$ cat src/rtl/frg_pkg.sv
package frg_pkg;

    localparam int ADDR_W     = 25;
    localparam int PAGE_W     = 12;
    localparam int LIM_W      = ADDR_W - PAGE_W;
    localparam int DATA_W     = 32;
    localparam int NUM_RANGES = 5;
    localparam int IDX_W      = 3;
    localparam int STATUS_IDX = NUM_RANGES;

    localparam int WP_BIT = 31;
    localparam int RP_BIT = 15;
    localparam int UP_LSB = 16;
    localparam int LO_LSB = 0;

    localparam int ST_VIOL_BIT = 0;
    localparam int ST_LOCK_BIT = 1;

    typedef struct packed {
        logic             wr_prot;
        logic             rd_prot;
        logic [LIM_W-1:0] upper;
        logic [LIM_W-1:0] lower;
    } range_t;

    typedef struct packed {
        logic              valid;
        logic              is_write;
        logic [ADDR_W-1:0] addr;
    } req_t;

    function automatic range_t unpack_range(logic [DATA_W-1:0] w);
        range_t r;
        r.wr_prot = w[WP_BIT];
        r.rd_prot = w[RP_BIT];
        r.upper   = w[UP_LSB +: LIM_W];
        r.lower   = w[LO_LSB +: LIM_W];
        return r;
    endfunction

    function automatic logic [DATA_W-1:0] pack_range(range_t r);
        logic [DATA_W-1:0] w;
        w                  = '0;
        w[WP_BIT]          = r.wr_prot;
        w[RP_BIT]          = r.rd_prot;
        w[UP_LSB +: LIM_W] = r.upper;
        w[LO_LSB +: LIM_W] = r.lower;
        return w;
    endfunction

    function automatic logic [LIM_W-1:0] page_of(logic [ADDR_W-1:0] a);
        return a[ADDR_W-1:PAGE_W];
    endfunction

endpackage

$ cat src/rtl/frg_range_bank.sv
module frg_range_bank
    import frg_pkg::*;
#(
    parameter int N = NUM_RANGES
) (
    input  logic                  clk,
    input  logic                  rst,
    input  logic                  locked,
    input  logic                  cfg_we,
    input  logic [IDX_W-1:0]      cfg_addr,
    input  logic [DATA_W-1:0]     cfg_wdata,
    output range_t [N-1:0]        ranges
);

    for (genvar i = 0; i < N; i++) begin : g_entry
        logic hit_idx;
        assign hit_idx = cfg_we && !locked && (cfg_addr == IDX_W'(i));

        always_ff @(posedge clk) begin
            if (rst) begin
                ranges[i] <= '0;
            end else if (hit_idx) begin
                ranges[i] <= unpack_range(cfg_wdata);
            end
        end
    end

endmodule

$ cat src/rtl/frg_window_match.sv
module frg_window_match
    import frg_pkg::*;
#(
    parameter int N = NUM_RANGES
) (
    input  req_t           req,
    input  range_t [N-1:0] ranges,
    output logic [N-1:0]   hits,
    output logic           any_hit
);

    logic [LIM_W-1:0] page;
    assign page = page_of(req.addr);

    for (genvar i = 0; i < N; i++) begin : g_cmp
        logic above_lo, below_hi, en;
        assign above_lo = (page >= ranges[i].lower);
        assign below_hi = (page <= ranges[i].upper);
        assign en       = req.is_write ? ranges[i].wr_prot : ranges[i].rd_prot;
        assign hits[i]  = req.valid && en && above_lo && below_hi;
    end

    assign any_hit = |hits;

endmodule

$ cat src/rtl/frg_status.sv
module frg_status (
    input  logic clk,
    input  logic rst,
    input  logic lock_req,
    input  logic viol_set,
    input  logic viol_clr,
    output logic locked,
    output logic viol_flag
);

    always_ff @(posedge clk) begin
        if (rst) begin
            locked    <= 1'b0;
            viol_flag <= 1'b0;
        end else begin
            if (lock_req) begin
                locked <= 1'b1;
            end
            if (viol_set) begin
                viol_flag <= 1'b1;
            end else if (viol_clr) begin
                viol_flag <= 1'b0;
            end
        end
    end

endmodule

$ cat src/rtl/flash_range_guard.sv
module flash_range_guard
    import frg_pkg::*;
(
    input  logic                  clk,
    input  logic                  rst,
    input  logic                  cfg_we,
    input  logic [IDX_W-1:0]      cfg_addr,
    input  logic [DATA_W-1:0]     cfg_wdata,
    output logic [DATA_W-1:0]     cfg_rdata,
    input  logic                  lock_in,
    input  logic                  req_valid,
    input  logic [ADDR_W-1:0]     req_addr,
    input  logic                  req_is_write,
    output logic                  fwd_valid,
    output logic [ADDR_W-1:0]     fwd_addr,
    output logic                  fwd_is_write,
    output logic                  viol_pulse,
    output logic                  viol_flag,
    output logic                  locked
);

    range_t [NUM_RANGES-1:0] ranges;
    req_t                    cur_req;
    logic [NUM_RANGES-1:0]   hits;
    logic                    any_hit;
    logic                    block_now;
    logic                    allow_now;
    logic                    clr_req;

    assign cur_req.valid    = req_valid;
    assign cur_req.is_write = req_is_write;
    assign cur_req.addr     = req_addr;

    frg_range_bank #(.N(NUM_RANGES)) u_bank (
        .clk       (clk),
        .rst       (rst),
        .locked    (locked),
        .cfg_we    (cfg_we),
        .cfg_addr  (cfg_addr),
        .cfg_wdata (cfg_wdata),
        .ranges    (ranges)
    );

    frg_window_match #(.N(NUM_RANGES)) u_match (
        .req     (cur_req),
        .ranges  (ranges),
        .hits    (hits),
        .any_hit (any_hit)
    );

    assign block_now = req_valid && locked && any_hit;
    assign allow_now = req_valid && !block_now;
    assign clr_req   = cfg_we && (cfg_addr == IDX_W'(STATUS_IDX)) && cfg_wdata[ST_VIOL_BIT];

    frg_status u_status (
        .clk       (clk),
        .rst       (rst),
        .lock_req  (lock_in),
        .viol_set  (block_now),
        .viol_clr  (clr_req),
        .locked    (locked),
        .viol_flag (viol_flag)
    );

    always_ff @(posedge clk) begin
        if (rst) begin
            fwd_valid    <= 1'b0;
            fwd_addr     <= '0;
            fwd_is_write <= 1'b0;
            viol_pulse   <= 1'b0;
        end else begin
            fwd_valid  <= allow_now;
            viol_pulse <= block_now;
            if (allow_now) begin
                fwd_addr     <= req_addr;
                fwd_is_write <= req_is_write;
            end
        end
    end

    always_comb begin
        cfg_rdata = '0;
        for (int i = 0; i < NUM_RANGES; i++) begin
            if (cfg_addr == IDX_W'(i)) begin
                cfg_rdata = pack_range(ranges[i]);
            end
        end
        if (cfg_addr == IDX_W'(STATUS_IDX)) begin
            cfg_rdata[ST_VIOL_BIT] = viol_flag;
            cfg_rdata[ST_LOCK_BIT] = locked;
        end
    end

endmodule

$ cat config.mk
export PLATFORM = sky130hd
export DESIGN_NAME = flash_range_guard
export DESIGN_NICKNAME = d
export VERILOG_FILES = /design/src/rtl/frg_pkg.sv /design/src/rtl/frg_range_bank.sv /design/src/rtl/frg_window_match.sv /design/src/rtl/frg_status.sv /design/src/rtl/flash_range_guard.sv
export SDC_FILE = /design/constraint.sdc
export NUM_CORES = 1
export LEC_CHECK = 0
export BUFFER_PORTS_ARGS = -buffer_cell sky130_fd_sc_hd__buf_2
export CORE_MARGIN = 1
export CORE_UTILIZATION = 40
export DETAILED_ROUTE_END_ITERATION = 10
export PLACE_DENSITY_LB_ADDON = 0.12
export SYNTH_ARGS = -nofsm -noshare
export SYNTH_HDL_FRONTEND = slang
export SYNTH_SLANG_ARGS = --single-unit
$ cat constraint.sdc
create_clock -name clk -period 4.6 [get_ports clk]
set_input_delay 0 -clock clk [delete_from_list [all_inputs] [get_ports clk]]
set_output_delay 0 -clock clk [all_outputs]
set_load 0.005 [all_outputs]
==> reports/qor.txt, run 1 <==
Reg clk slew, reported paths -> 0.08 ns
Number of global-route vias before repair -> 9107
Critical Path End Type -> register
Req. time, crit path -> 4.98 ns
CP max stage delay -> 0.54 ns
Placeable Area -> 25180 µm²
Synth area leaders -> dfxtp_1 (33%), ha_1 (16%), nand2_1 (13%), a21oi_1 (10%), inv_1 (4.9%)
Routed vias -> 9798
Synthesized cell area -> 10280 µm²
Drt wl/cell -> 19.03 µm
Chip width -> 162.3 µm
Avg Inst Size Synth -> 7.588 µm²
DRT iter0 DRCs -> 922
Fin. Hold Viols -> 0
Largest net degree at the start of global routing -> 91
Initial Util -> 40.83%
R2R Path Start -> u_bank.ranges[108]
Hold_sp -> req_addr[13]
Tightest Hold Check Type -> input port to register
Rel. slew slack -> 30.97%
# resized after CTS -> 0
Power Total -> 3.524 mW
Worst setup startpoint -> req_addr[12]
Min Clock Period, post-route -> 3.498 ns
Post-CTS setup buffers -> 0
Worst Setup Start Kind -> input port
Final WL -> 34480 µm
Vias/cell -> 5.407
# clock sinks -> 170
R2r endpoint -> fwd_addr[1]
FMAX -> 0.2859 GHz
Layout cells sized above 1 -> 12.82%
Clk_skew -> 0.01396 ns
GRT overflow -> 0
Ys async rst share -> 0%
I/O pins -> 128
First-pass GRT wire length -> 52780 µm
Clk buf depth -> 2
Synthesis Warnings -> 0
Cell Chain, Critical Path -> dlygate4sd3_1, buf_2, inv_1, ha_1, or3b_1, o2111ai_1, a2111oi_1, a2111oi_2, o32ai_1, o41ai_4, buf_4, and2_1, buf_4, a31o_1
Post-DP HPWL -> 22940 µm
Synth cell types -> 54
Clk Latency, worst-skew pair -> 0.45 ns
CTS tree -> yes
Fillers -> 2519
Slowest CP cell -> dlygate4sd3_1
FF-to-FF setup slack -> 1.23 ns
Total Die Area -> 26350 µm²
Worst hold path depth -> 2
Gpl congestion -> 0.8418
Gr usage total -> 26.34%
Pwr Density -> 290.2 nW/µm²
Area grow syn2layout -> 18.07%
Setup TNS -> 0 ns
Post-synth top area share -> 33.10%
Mapped Cells -> 1355
CP dominant cell by count -> buf_4
Worst Path Arrival -> 3.88 ns
Critical Path Fanout Max -> 26
R2R depth -> 12
Synth Register Bits -> 170
Nets -> 1665
CTS Root Cell -> clkbuf_16
Setup slack at placement -> 1.221 ns
Slew Limit Fails -> 0
CTS Hold Bufs -> 44
DRC -> 0
Rows -> 58
Setup-failing EPs final -> 0
Post-synth EDFFs -> 0
Outcome -> finished clean
Worst vdd rail ir drop -> 0.2125 mV
P_leak -> 4.520 nW
CTS Buf Count -> 17
Setup CP Type -> input port to register
Worst-Margin Slew -> 1.035 ns
Router iterations before antenna repair -> 6
Detail Route Antenna Nets -> 0
CP top delay family -> buffers and inverters
Max-cap violation count -> 0
Final WS setup -> 1.102 ns
Ant diodes -> 0
Predominant post-synthesis flop cell -> dfxtp_1
Port-buffer cells -> 119
CTS H-tree lvls -> 4
Worst Hold Path EP -> fwd_addr[13]
Die Y -> 162.3 µm
Sequential element share of the synthesized area -> 33.10%
RSZ-0062 raised after global routing -> false
Buf/Inv on CP -> 5
Final Cycle Share -> 76.04%
Post-synth top area cell -> dfxtp_1
Initial antenna violation count -> 0
==> registers in the layout, indices dropped and copies added (netlist names) <==
| register | cells |
|---|---|
| fwd_addr | 25 |
| u_status.viol_flag | 1 |
| fwd_valid | 1 |
| fwd_is_write | 1 |
| u_status.locked | 1 |
| viol_pulse | 1 |
| u_bank.ranges | 140 |
==> cells in the mapped netlist, types with 2 or more instances <==
master	number
nor2_1	17
a211o_1	2
a21o_1	18
o22ai_1	23
and4_1	4
and3_1	5
nand4_1	21
buf_1	4
mux2_2	5
inv_1	133
mux2i_1	4
clkbuf_1	70
buf_4	8
a2bb2oi_1	2
dfxtp_1	170
o2111ai_1	2
nor3_1	5
a31o_1	27
nor3b_1	2
a22oi_1	42
nand3_1	18
a211oi_1	8
mux4_2	7
o21a_1	2
and2_1	3
buf_6	2
ha_1	130
a31oi_1	4
nor2b_1	8
nand2b_1	3
o21ai_0	31
a21oi_1	207
nand2_1	346
o31ai_1	2
==> worst max-delay path by stage <==
stage / to / slack (ns) / depth (start not counted)
final: fwd_addr[1] / 1.10 / 14
after global placement: fwd_addr[2] / 1.22 / 13
after global routing: fwd_is_write / 0.90 / 14
after detailed placement: fwd_addr[22] / 1.22 / 13
after CTS: fwd_addr[22] / 1.11 / 14
after floorplan: fwd_addr[10] / 2.06 / 11
==> metal layers <==
layer  wire, µm  global-route usage [%]  vias to the layer above
met2      15240                   40.70                      295
met1      16370                   37.75                     4586
li1           -                       -                     4887
met4        661                   8.405                        0
met5          0                       0                        -
met3       2200                   3.361                       30
==> cells by family after synthesis <==
| logic type | synth area share, % |
|---|---|
| AND/OR/NAND/NOR | 17.50 |
| AO/OA/AOI/OAI | 22.63 |
| buffers and inverters | 8.445 |
| flip-flops | 33.10 |
| adder cells (fa/ha/maj) | 15.82 |
| multiplexers | 2.470 |
| other | 0.03647 |
==> placed cells by master, fill, tap and decap left out, types with 15 or more instances in the layout <==
master / Yosys / final
a21o_1: 18 / 18
a21oi_1: 207 / 207
a22oi_1: 42 / 42
a31o_1: 27 / 27
buf_2: 1 / 118
buf_4: 8 / 15
clkbuf_16: 0 / 17
dfxtp_1: 170 / 170
dlygate4sd3_1: 0 / 44
ha_1: 130 / 130
inv_1: 133 / 133
nand2_1: 346 / 346
nand3_1: 18 / 17
nand4_1: 21 / 21
nor2_1: 17 / 16
o21ai_0: 31 / 31
o22ai_1: 23 / 23
==> area by class of cell <==
type	count	area [µm²]	area share [%]
tap	330	412.9	3.401
multi-input combinational	969	6051	49.84
clock inverter	15	201.4	1.659
inverter	134	503.0	4.143
clock buffer	17	425.4	3.504
timing repair buffer	177	1144	9.420
sequential	170	3403	28.03
==> per-stage QoR <==
| step | hold WS [ns] | util [%] | cell area [µm²] | std cells |
|---|---|---|---|---|
| final | 0.02840 | 48.21 | 12140 | 1812 |
| after detailed placement | 0.2174 | 43.97 | 11070 | 1736 |
| after floorplan | 0.1158 | - | 10290 | 1358 |
| after global routing | 0.02405 | 48.21 | 12140 | 1812 |
| after global placement | 0.2185 | 43.97 | 11070 | 1736 |
| after CTS | 0.01014 | 48.21 | 12140 | 1812 |
==> report_power, final <==
group	switching, mW	leakage (nW)	total (mW)	internal [mW]
logic	0.301	2.84	0.482	0.181
clock network	0.768	0.299	1.51	0.745
registers	0.0235	1.38	1.53	1.51
total	1.09	4.52	3.52	2.43
Note: power is estimated with default switching activity, not from simulation.
==> run 2: changes to the inputs <==
==> constraint.sdc (replaced) <==
create_clock -name clk -period 3.1 [get_ports clk]
set_input_delay 0 -clock clk [delete_from_list [all_inputs] [get_ports clk]]
set_output_delay 0 -clock clk [all_outputs]
set_load 0.005 [all_outputs]
==> reports/qor.txt, run 2 (same netlist as run 1, synthesis figures left out) <==
Outcome -> finished clean (unchanged)
Gpl congestion -> 0.8557 (was 0.8418)
Placeable Area -> 25180 µm² (unchanged)
I/O pins -> 128 (unchanged)
Ant diodes -> 0 (unchanged)
Area grow syn2layout -> 21.09% (was 18.07%)
FMAX -> 0.3384 GHz
Worst Path Arrival -> 3.29 ns (was 3.88 ns)
Final core occ -> 49.44% (was 48.21%)
Die Y -> 162.3 µm (unchanged)
Setup CP Type -> input port to register (unchanged)
Slowest CP cell -> dlygate4sd3_1 (unchanged)
Vias/cell -> 5.431 (was 5.407)
Final WL -> 36010 µm (was 34480 µm)
Detail Route Antenna Nets -> 0 (unchanged)
Critical Path End Type -> register (unchanged)
Buf/Inv on CP -> 5 (unchanged)
CTS H-tree lvls -> 4 (unchanged)
Layout cells sized above 1 -> 14.39% (was 12.82%)
Clk_skew -> 0.01330 ns (was 0.01396 ns)
First-pass GRT wire length -> 54320 µm (was 52780 µm)
Setup-failing EPs final -> 0 (unchanged)
Nets -> 1698 (was 1665)
# clock sinks -> 170 (unchanged)
Max-cap violation count -> 0 (unchanged)
Max reg flops -> 140 (unchanged)
Commonest non-fill, non-tap cell in the layout -> nand2_1 (unchanged)
Critical Path Fanout Max -> 11 (was 26)
CP dominant cell by count -> buf_4 (unchanged)
Router iterations before antenna repair -> 5 (was 6)
Chip width -> 162.3 µm (unchanged)
DRC -> 0 (unchanged)
Initial Util -> 40.83% (unchanged)
Regs by FF count -> u_bank.ranges (140), fwd_addr (25) (unchanged)
Drt wl/cell -> 19.52 µm (was 19.03 µm)
Finished Layout Cells -> 1845 (was 1812)
Min Clock Period, post-route -> 2.955 ns
Tightest Hold Check Type -> input port to register (unchanged)
Worst vdd rail ir drop -> 0.2615 mV (was 0.2125 mV)
Slew Limit Fails -> 0 (unchanged)
Worst Setup Start Kind -> input port (unchanged)
CTS tree -> yes (unchanged)
CP max stage delay -> 0.54 ns (about the same)
Number of global-route vias before repair -> 9182 (was 9107)
Reg clk slew, reported paths -> 0.08 ns (about the same)
P_leak -> 4.680 nW (was 4.520 nW)
GRT overflow -> 0 (unchanged)
Req. time, crit path -> 3.43 ns (was 4.98 ns)
DP Cell Count -> 1763 (was 1736)
Port-buffer cells -> 119 (unchanged)
DRT iter0 DRCs -> 906 (was 922)
CTS Buf Count -> 17 (unchanged)
Total Die Area -> 26350 µm² (unchanged)
Pwr Density -> 417.1 nW/µm² (was 290.2 nW/µm²)
Initial antenna violation count -> 0 (unchanged)
CTS Root Cell -> clkbuf_16 (unchanged)
Commonest cells after routing, fill and taps aside -> nand2_1 (346), a21oi_1 (207), dfxtp_1 (170), inv_1 (133), ha_1 (130) (unchanged)
Routed vias -> 10020 (was 9798)
Rel. slew slack -> 25.95% (was 30.97%)
Fin. Hold Viols -> 0 (unchanged)
Final Cycle Share -> 95.33%
Cell Chain, Critical Path -> dlygate4sd3_1, buf_2, buf_4, ha_1, a21oi_1, nand2_1, a211o_1, a211o_1, a32oi_2, o41ai_4, buf_4, and2_1, buf_4, a31o_1 (was dlygate4sd3_1, buf_2, inv_1, ha_1, or3b_1, o2111ai_1, a2111oi_1, a2111oi_2, o32ai_1, o41ai_4, buf_4, and2_1, buf_4, a31o_1)
Largest net degree at the start of global routing -> 84 (was 91)
Rows -> 58 (unchanged)
CP top delay family -> compound AO/OA/AOI/OAI gates (was buffers and inverters)
Clk Latency, worst-skew pair -> 0.44 ns (was 0.45 ns)
Gr usage total -> 27.42% (was 26.34%)
Clk buf depth -> 2 (unchanged)
Top reg by flops -> u_bank.ranges (unchanged)
Worst-Margin Slew -> 1.110 ns (was 1.035 ns)
Post-DP HPWL -> 24970 µm (was 22940 µm)
-- run 2: cell count changes in the layout (fill, tap and decap cells not counted), sizes merged --
cell         previous run  this run
clkinvlp                0         4
inv                   138       143
dlygate4sd3            44        49
clkinv                 11         2
buf                   133       161
-- run 2: layout make-up --
type	instances	area [µm²]
flip-flops and latches	170	3403
fillers	2456	12730
multi-input cells	969	6072
clock buffers	17	425.4
well taps	330	412.9
repair buffers	210	1483
inverters	134	503.0
clock inverters	15	151.4
-- run 2: worst paths after layout --
check                     startpoint           endpoint  slack [ns]  cells after the start
hold / removal          req_addr[17]       fwd_addr[17]        0.02                      2
setup reg to reg  u_bank.ranges[109]        fwd_addr[1]        0.17                     13
hold reg to reg    u_bank.ranges[38]  u_bank.ranges[38]        0.46                      2
setup / recovery        req_addr[15]        fwd_addr[4]        0.14                     14
-- run 2: what timing repair did --
| item | CTS | global route |
|---|---|---|
| hold buffers | 49 | 0 |
| endpoints found under the hold margin | 160 | 0 |
| buffers inserted | 0 | 1 |
| endpoints found under the setup margin | 0 | 27 |
| gates resized for setup | 0 | 6 |
-- run 2: through the flow --
stage                     cell area [µm²]  setup slack [ns]  total power [mW]  hold slack, ns   TNS, ns
after global routing                12450          -0.01348             5.391         0.01187  -0.02854
after floorplan                     10290            0.5622             2.707          0.1158         0
after detailed placement            11340           0.09445             3.020          0.2156         0
after global placement              11340            0.1005             3.013          0.2154         0
final                               12450            0.1448             5.194         0.01804         0
after CTS                           12410           0.07828             5.213        0.009671         0
-- run 2: layer usage --
metal,GRT usage [%],up-vias,part of all wire [%]
met1,38.39,4728,48
met3,3.463,46,5.4
met5,0,-,0
met4,9.134,0,2.2
met2,43.32,305,45
li1,-,4942,-
-- run 2: power breakdown --
group	internal (mW)	total, mW	switching, mW
Sequential	2.23	2.27	0.0361
Combinational	0.298	0.763	0.465
Clock	1.08	2.16	1.08
Total	3.61	5.19	1.58
